<file path="src/rtl/adc_emu_pkg.sv">
package adc_emu_pkg;

    typedef enum logic [2:0] {
        FR_IDLE,
        FR_LEAD,
        FR_ZERO,
        FR_DATA,
        FR_TAIL
    } frame_state_t;

    typedef enum logic {
        CV_SLEEP,
        CV_CONV
    } conv_state_t;

endpackage

</file>
<file path="src/rtl/adc_edge_sync.sv">
module adc_edge_sync #(
    parameter int            N       = 2,
    parameter logic [N-1:0]  RST_VAL = '0
) (
    input  logic         clk,
    input  logic         rst_n,
    input  logic [N-1:0] async_i,
    output logic [N-1:0] lvl_o,
    output logic [N-1:0] edge_o
);

    for (genvar g = 0; g < N; g++) begin : g_bit
        // pipe[0], pipe[1]: synchronizer; pipe[2]: previous value for edge detection
        logic [2:0] pipe;

        always_ff @(posedge clk or negedge rst_n) begin
            if (!rst_n) pipe <= {3{RST_VAL[g]}};
            else        pipe <= {pipe[1:0], async_i[g]};
        end

        assign lvl_o[g]  = pipe[1];
        assign edge_o[g] = pipe[2] ^ pipe[1];
    end

endmodule

</file>
<file path="src/rtl/adc_code_clamp.sv">
module adc_code_clamp #(
    parameter int IN_W   = 18,
    parameter int CODE_W = 16
) (
    input  logic signed [IN_W-1:0] level_i,
    output logic [CODE_W-1:0]      code_o
);

    logic neg;
    logic over;

    assign neg  = level_i[IN_W-1];
    assign over = !neg && (|level_i[IN_W-2:CODE_W]);

    always_comb begin
        if (neg)       code_o = '0;
        else if (over) code_o = '1;
        else           code_o = level_i[CODE_W-1:0];
    end

endmodule

</file>
<file path="src/rtl/adc_frame_fsm.sv">
module adc_frame_fsm
    import adc_emu_pkg::*;
#(
    parameter int CODE_W     = 16,
    parameter int LEAD_FALLS = 5
) (
    input  logic              clk,
    input  logic              rst_n,
    input  logic              start_i,
    input  logic              desel_i,
    input  logic              sclk_fall_i,
    input  logic [CODE_W-1:0] code_i,
    output logic              sdo_o,
    output logic              oe_o
);

    localparam int TOTAL_FALLS = LEAD_FALLS + CODE_W + 1;
    localparam int CNT_W       = $clog2(TOTAL_FALLS + 1);

    frame_state_t      state, state_nxt;
    logic [CNT_W-1:0]  cnt, cnt_nxt;
    logic [CODE_W-1:0] shreg, shreg_nxt;

    always_ff @(posedge clk or negedge rst_n) begin
        if (!rst_n) begin
            state <= FR_IDLE;
            cnt   <= '0;
            shreg <= '0;
        end else begin
            state <= state_nxt;
            cnt   <= cnt_nxt;
            shreg <= shreg_nxt;
        end
    end

    always_comb begin
        state_nxt = state;
        cnt_nxt   = cnt;
        shreg_nxt = shreg;
        if (desel_i) begin
            state_nxt = FR_IDLE;
            cnt_nxt   = '0;
        end else begin
            unique case (state)
                FR_IDLE: begin
                    if (start_i) begin
                        state_nxt = FR_LEAD;
                        cnt_nxt   = '0;
                        shreg_nxt = code_i;
                    end
                end
                FR_LEAD: begin
                    if (sclk_fall_i) begin
                        cnt_nxt = cnt + 1'b1;
                        if (cnt_nxt == CNT_W'(LEAD_FALLS)) state_nxt = FR_ZERO;
                    end
                end
                FR_ZERO: begin
                    if (sclk_fall_i) begin
                        cnt_nxt   = cnt + 1'b1;
                        state_nxt = FR_DATA;
                    end
                end
                FR_DATA: begin
                    if (sclk_fall_i) begin
                        cnt_nxt = cnt + 1'b1;
                        if (cnt_nxt == CNT_W'(TOTAL_FALLS)) state_nxt = FR_TAIL;
                        else                                shreg_nxt = shreg << 1;
                    end
                end
                FR_TAIL: begin
                    cnt_nxt = cnt;
                end
                default: begin
                    state_nxt = FR_IDLE;
                    cnt_nxt   = '0;
                end
            endcase
        end
    end

    always_comb begin
        unique case (state)
            FR_IDLE, FR_LEAD: begin
                oe_o  = 1'b0;
                sdo_o = 1'b0;
            end
            FR_ZERO, FR_TAIL: begin
                oe_o  = 1'b1;
                sdo_o = 1'b0;
            end
            FR_DATA: begin
                oe_o  = 1'b1;
                sdo_o = shreg[CODE_W-1];
            end
            default: begin
                oe_o  = 1'b0;
                sdo_o = 1'b0;
            end
        endcase
    end

endmodule

</file>
<file path="src/rtl/adc_conv_timer.sv">
module adc_conv_timer
    import adc_emu_pkg::*;
#(
    parameter int CONV_CYCLES = 32
) (
    input  logic clk,
    input  logic rst_n,
    input  logic start_i,
    output logic busy_o,
    output logic pwrdn_o
);

    localparam int CW = $clog2(CONV_CYCLES + 1);

    conv_state_t   state, state_nxt;
    logic [CW-1:0] cnt, cnt_nxt;

    always_ff @(posedge clk or negedge rst_n) begin
        if (!rst_n) begin
            state <= CV_SLEEP;
            cnt   <= '0;
        end else begin
            state <= state_nxt;
            cnt   <= cnt_nxt;
        end
    end

    always_comb begin
        state_nxt = state;
        cnt_nxt   = cnt;
        if (start_i) begin
            state_nxt = CV_CONV;
            cnt_nxt   = CW'(CONV_CYCLES - 1);
        end else begin
            unique case (state)
                CV_SLEEP: cnt_nxt = '0;
                CV_CONV: begin
                    if (cnt == '0) state_nxt = CV_SLEEP;
                    else           cnt_nxt   = cnt - 1'b1;
                end
                default: state_nxt = CV_SLEEP;
            endcase
        end
    end

    always_comb begin
        unique case (state)
            CV_CONV: begin
                busy_o  = 1'b1;
                pwrdn_o = 1'b0;
            end
            default: begin
                busy_o  = 1'b0;
                pwrdn_o = 1'b1;
            end
        endcase
    end

endmodule

</file>
<file path="src/rtl/adc_serial_emu.sv">
module adc_serial_emu #(
    parameter int CODE_W      = 16,
    parameter int IN_W        = 18,
    parameter int LEAD_FALLS  = 5,
    parameter int CONV_CYCLES = 32
) (
    input  logic                   clk,
    input  logic                   rst_n,
    input  logic signed [IN_W-1:0] level_i,
    input  logic                   csn_i,
    input  logic                   sclk_i,
    output logic                   sdo_o,
    output logic                   sdo_oe_o,
    output logic                   busy_o,
    output logic                   pwrdn_o
);

    // bit 0: select (idles high), bit 1: serial clock (idles low)
    logic [1:0]        s_lvl;
    logic [1:0]        s_edge;
    logic [CODE_W-1:0] code;
    logic              cs_start;
    logic              cs_desel;
    logic              sclk_fall;

    adc_edge_sync #(
        .N       (2),
        .RST_VAL (2'b01)
    ) u_sync (
        .clk     (clk),
        .rst_n   (rst_n),
        .async_i ({sclk_i, csn_i}),
        .lvl_o   (s_lvl),
        .edge_o  (s_edge)
    );

    assign cs_start  = s_edge[0] & ~s_lvl[0];
    assign cs_desel  = s_lvl[0];
    assign sclk_fall = s_edge[1] & ~s_lvl[1];

    adc_code_clamp #(
        .IN_W   (IN_W),
        .CODE_W (CODE_W)
    ) u_clamp (
        .level_i (level_i),
        .code_o  (code)
    );

    adc_frame_fsm #(
        .CODE_W     (CODE_W),
        .LEAD_FALLS (LEAD_FALLS)
    ) u_frame (
        .clk         (clk),
        .rst_n       (rst_n),
        .start_i     (cs_start),
        .desel_i     (cs_desel),
        .sclk_fall_i (sclk_fall),
        .code_i      (code),
        .sdo_o       (sdo_o),
        .oe_o        (sdo_oe_o)
    );

    adc_conv_timer #(
        .CONV_CYCLES (CONV_CYCLES)
    ) u_conv (
        .clk     (clk),
        .rst_n   (rst_n),
        .start_i (cs_start),
        .busy_o  (busy_o),
        .pwrdn_o (pwrdn_o)
    );

endmodule

</file>
<file path="config.mk">
export PLATFORM = sky130hd
export DESIGN_NAME = adc_serial_emu
export DESIGN_NICKNAME = d
export VERILOG_FILES = /design/src/rtl/adc_emu_pkg.sv /design/src/rtl/adc_edge_sync.sv /design/src/rtl/adc_code_clamp.sv /design/src/rtl/adc_frame_fsm.sv /design/src/rtl/adc_conv_timer.sv /design/src/rtl/adc_serial_emu.sv
export SDC_FILE = /design/constraint.sdc
export NUM_CORES = 1
export LEC_CHECK = 0
export BUFFER_PORTS_ARGS = -buffer_cell sky130_fd_sc_hd__buf_2
export CORE_AREA = 2 2 64 66
export CTS_BUF_LIST = sky130_fd_sc_hd__clkbuf_16
export CTS_CLUSTER_SIZE = 14
export DETAILED_ROUTE_END_ITERATION = 12
export DIE_AREA = 0 0 66 68
export GPL_TIMING_DRIVEN = 0
export HOLD_SLACK_MARGIN = 0.02
export PLACE_DENSITY = 0.7
export SLEW_MARGIN = 20
export SYNTH_ARGS = -nofsm -noshare
export SYNTH_HDL_FRONTEND = slang
export SYNTH_SLANG_ARGS = --single-unit
export TNS_END_PERCENT = 5
</file>
<file path="constraint.sdc">
create_clock -name clk -period 2 [get_ports clk]
set_clock_uncertainty 0.1 [all_clocks]
set_input_delay 0.4 -clock clk [delete_from_list [all_inputs] [get_ports clk]]
set_output_delay 0.4 -clock clk [all_outputs]
set_load 0.005 [all_outputs]
</file>
==> results list <==
* Result of the run: finished with violations
- The final reports fail on setup timing.
- In this run the standard cell core region covers 3856 sq um.
* Initial antenna violation count: 0
- The routed design could run at a clock period as short as 2086 ps.
- Along the worst path, the maximum fanout reaches 10.
- Via density: 5.540
* Maximum number of pins on one net before global-route repair: 38
- Global-route wire length before repair: 7.182 mm
- Fraction of final layout cells sized beyond drive strength 1: 29.11%
* Worst reg2reg startpoint: u_frame.cnt[0]$_DFFE_PN0P_
- Setup repair after global routing missed its margin: yes
- Max Slew Vio Count: 0
- Setup violations remaining at the end of the flow were counted as 17.
- The die is 68 um tall.
* Transition at the pin with the smallest max-transition slack: 813.9 ps
* Async set-or-reset flop fraction in the synthesized netlist: 100.0%
* Clock Tree Buf Depth: 2
- The total overflow left after global routing is 0.
- Pin placement for this block handled 26 I/O pins.
- Dpl cells: 248
- DRT iter0 DRCs: 105
* Worst-skew pair later-pin latency: 280 ps
* Synthesized net count: 200
- The worst setup path is launched from a register.
* Post-synthesis cell area: 1817 sq um
- In the synthesized netlist, the number of instances is 174.
- Worst IR Drop VDD: 0.0006016 V
- The initial utilization of the core area, before any placement, comes to 47.11%.
- Final GP Congestion: 0.7425
- The number of antenna diodes in the final layout is 0.
- Final cell count without fillers: 263
- Across all setup checks in the final design, the least slack found is -85.59 ps.
* Die boundary width: 66 um
- Once detail routing completed, the nets flagged for antenna violations numbered 0.
* F_max: 0.4795 GHz
- Type of element capturing the critical path: register
- The worst path uses 104.3% of the clock period.
- Part of the power in the clock network: 37.3%
- Leaving out fill and tap cells, the most frequent cell in the layout is dfrtp_1.
- Class of the tightest hold or removal check: input pin to async pin
- Setup Total Neg Slack: -887.3 ps
- CTS built an H-tree with a depth of 2.
- DIE AREA: 4488 sq um
- Commonest cells after routing, fill and taps aside: dfrtp_1 (31), buf_2 (24), o21ai_0 (23), nor2_1 (19), o221a_1 (15)
- Yosys mapped a number of flops with a built-in enable equal to 0.
- For this design the ratio of total power to cell area is 875.8 nW/um^2.
* Leakage power total: 0.9428 nW
- Net switching is 26.10% of the power.
- Arrival time of the worst setup path: 2150 ps
* Clock tree from TritonCTS: done
* Row count: 23
- STA puts the critical path data required time at 2060 ps.
- Setup crit start: u_frame.cnt[0]$_DFFE_PN0P_
- Yosys cell types: 38
- Routed WL per cell: 15.36 um
- Final Net Count: 238
- After synthesis, the mean cell area works out to 10.44 sq um.
- Relative contribution of sequential cells to total power: 47.6%
* Clock Pin Slew Worst Setup and Hold Paths: 60 ps
* Number of global-route vias before repair: 1558
- Number of detailed-routing iterations run before antenna repair: 4
* Post-synthesis sequential area ratio: 51.17%
- Remaining design rule violation count: 0
- Cell internal power was estimated by the tool at 1.491 mW.
- The final number of hold-violating endpoints came to 0.
- Total number of vias: 1457
- Yosys printed 0 warnings.
- For this design the total switching power over the nets is 526.5 uW.
- Clock tree synthesis selected as its root buffer the cell clkbuf_16.
* Number of buffers created by CTS: 5
* Comb power frac: 15.1%
- Wires add up to 4.039 mm.
* Synthesis-to-layout area growth: 26.79%
- The critical path in this run is classified as register to register.
* Relative max-transition margin: 45.74%
- The most used flip-flop cell after synthesis is dfrtp_1.
- GRT Util Overall: 21.39%
* FF+latch count, synth: 37
* Clock net sink count: 37
* Number of buffers inserted by hold repair at cts: 0
* Fill count: 327
- Number of maximum-capacitance constraint violations: 0
* DP HPWL: 2.767 mm
- Port buffering added 24 buffers.
==> repair_timing <==
item / CTS / global route
pin swaps: 9 / 0
endpoints found under the setup margin: 17 / 19
buffers inserted: 8 / 0
resized for setup: 6 / 3
==> critical path, cell delays in order (launching register included) <==
cell and delay, ps:
dfrtp_2 430, ha_4 190, nand2b_4 120, o32a_4 190
nor2_4 50, or4_4 470, buf_6 170, o221a_1 250
==> stage by stage <==
| stage | hold slack (ps) | worst slack, ps | instance area (sq um) | power (mW) | utilization, % |
|---|---|---|---|---|---|
| after detailed placement | 243.4 | -206.5 | 2046 | 1.245 | 53.05 |
| after floorplan | 4.409 | -28.38 | 1863 | 1.140 | - |
| final | 114.2 | -85.59 | 2303 | 2.017 | 59.73 |
| after CTS | 114.5 | -77.06 | 2292 | 2.026 | 59.44 |
| after global routing | 112.2 | -146.9 | 2303 | 2.133 | 59.73 |
| after global placement | 238.4 | -161.3 | 2046 | 1.218 | 53.05 |
==> layout make-up <==
| class | count | area (sq um) | share of cell area (%) |
|---|---|---|---|
| timing repair buffer | 32 | 205.2 | 8.908 |
| multi-input combinational | 121 | 888.4 | 38.57 |
| tap | 50 | 62.56 | 2.716 |
| sequential | 37 | 933.4 | 40.52 |
| buffer | 6 | 37.54 | 1.630 |
| inverter | 9 | 33.78 | 1.467 |
| clock buffer | 5 | 125.1 | 5.432 |
| clock inverter | 3 | 17.52 | 0.7605 |
==> worst paths after layout <==
path | cells after the start | slack, ps | endpoint
min in group clk | 1 | 120 | u_sync.g_bit[0].pipe[0]$_DFF_PN1_
setup / recovery | 7 | -90 | u_frame.shreg[2]$_DFFE_PN0P_
max in group asynchronous | 1 | 1120 | u_frame.cnt[1]$_DFFE_PN0P_
setup reg to reg | 7 | -90 | u_frame.shreg[2]$_DFFE_PN0P_
hold / removal | 1 | 110 | u_frame.shreg[7]$_DFFE_PN0P_
hold reg to reg | 0 | 250 | u_sync.g_bit[1].pipe[1]$_DFF_PN0_
==> power by group through the flow <==
stage                     logic (mW)  registers (mW)  clock network, mW
after floorplan                0.197           0.943                  0
after global placement         0.256           0.962                  0
after detailed placement       0.276           0.969                  0
after CTS                      0.301           0.957              0.768
after global routing           0.346           0.977              0.810
final                          0.304           0.960              0.753
==> flip-flops by register name, indices dropped and copies added (netlist names) <==
signal and flops:
u_frame.shreg 16, u_conv.cnt 6, u_sync.g_bit.pipe 6, u_frame.cnt 5
u_frame.state 3, u_conv.state 1
==> cell usage after synthesis, types with 4 or more instances <==
| cell type | n | area, sq um |
|---|---|---|
| o21ai_1 | 4 | 20.02 |
| o221a_1 | 15 | 168.9 |
| o21ai_0 | 23 | 115.1 |
| nand2_1 | 11 | 41.29 |
| ha_1 | 4 | 50.05 |
| clkbuf_1 | 4 | 15.01 |
| inv_1 | 9 | 33.78 |
| dfrtp_1 | 34 | 850.8 |
| xor2_1 | 4 | 35.03 |
| nor2_1 | 21 | 78.83 |
| nand2b_1 | 4 | 25.02 |
==> routing by layer <==
metal | routed length (um) | GRT usage [%] | vias up | share of wire [%]
met5 | 0 | 0 | - | 0
met4 | 96 | 9.949 | 0 | 2.4
met3 | 146 | 4.605 | 11 | 3.6
met2 | 1969 | 36.36 | 34 | 49
met1 | 1827 | 26.19 | 709 | 45
li1 | - | - | 703 | -
==> kinds of logic after synthesis <==
family          synth area share, %
simple gates                  14.88
xor+xnor                      3.375
mux                           1.859
buf+inv                       4.200
compound gates                21.76
flops                         51.17
fa+ha+maj                     2.755
Note: power is estimated with default switching activity, not from simulation.
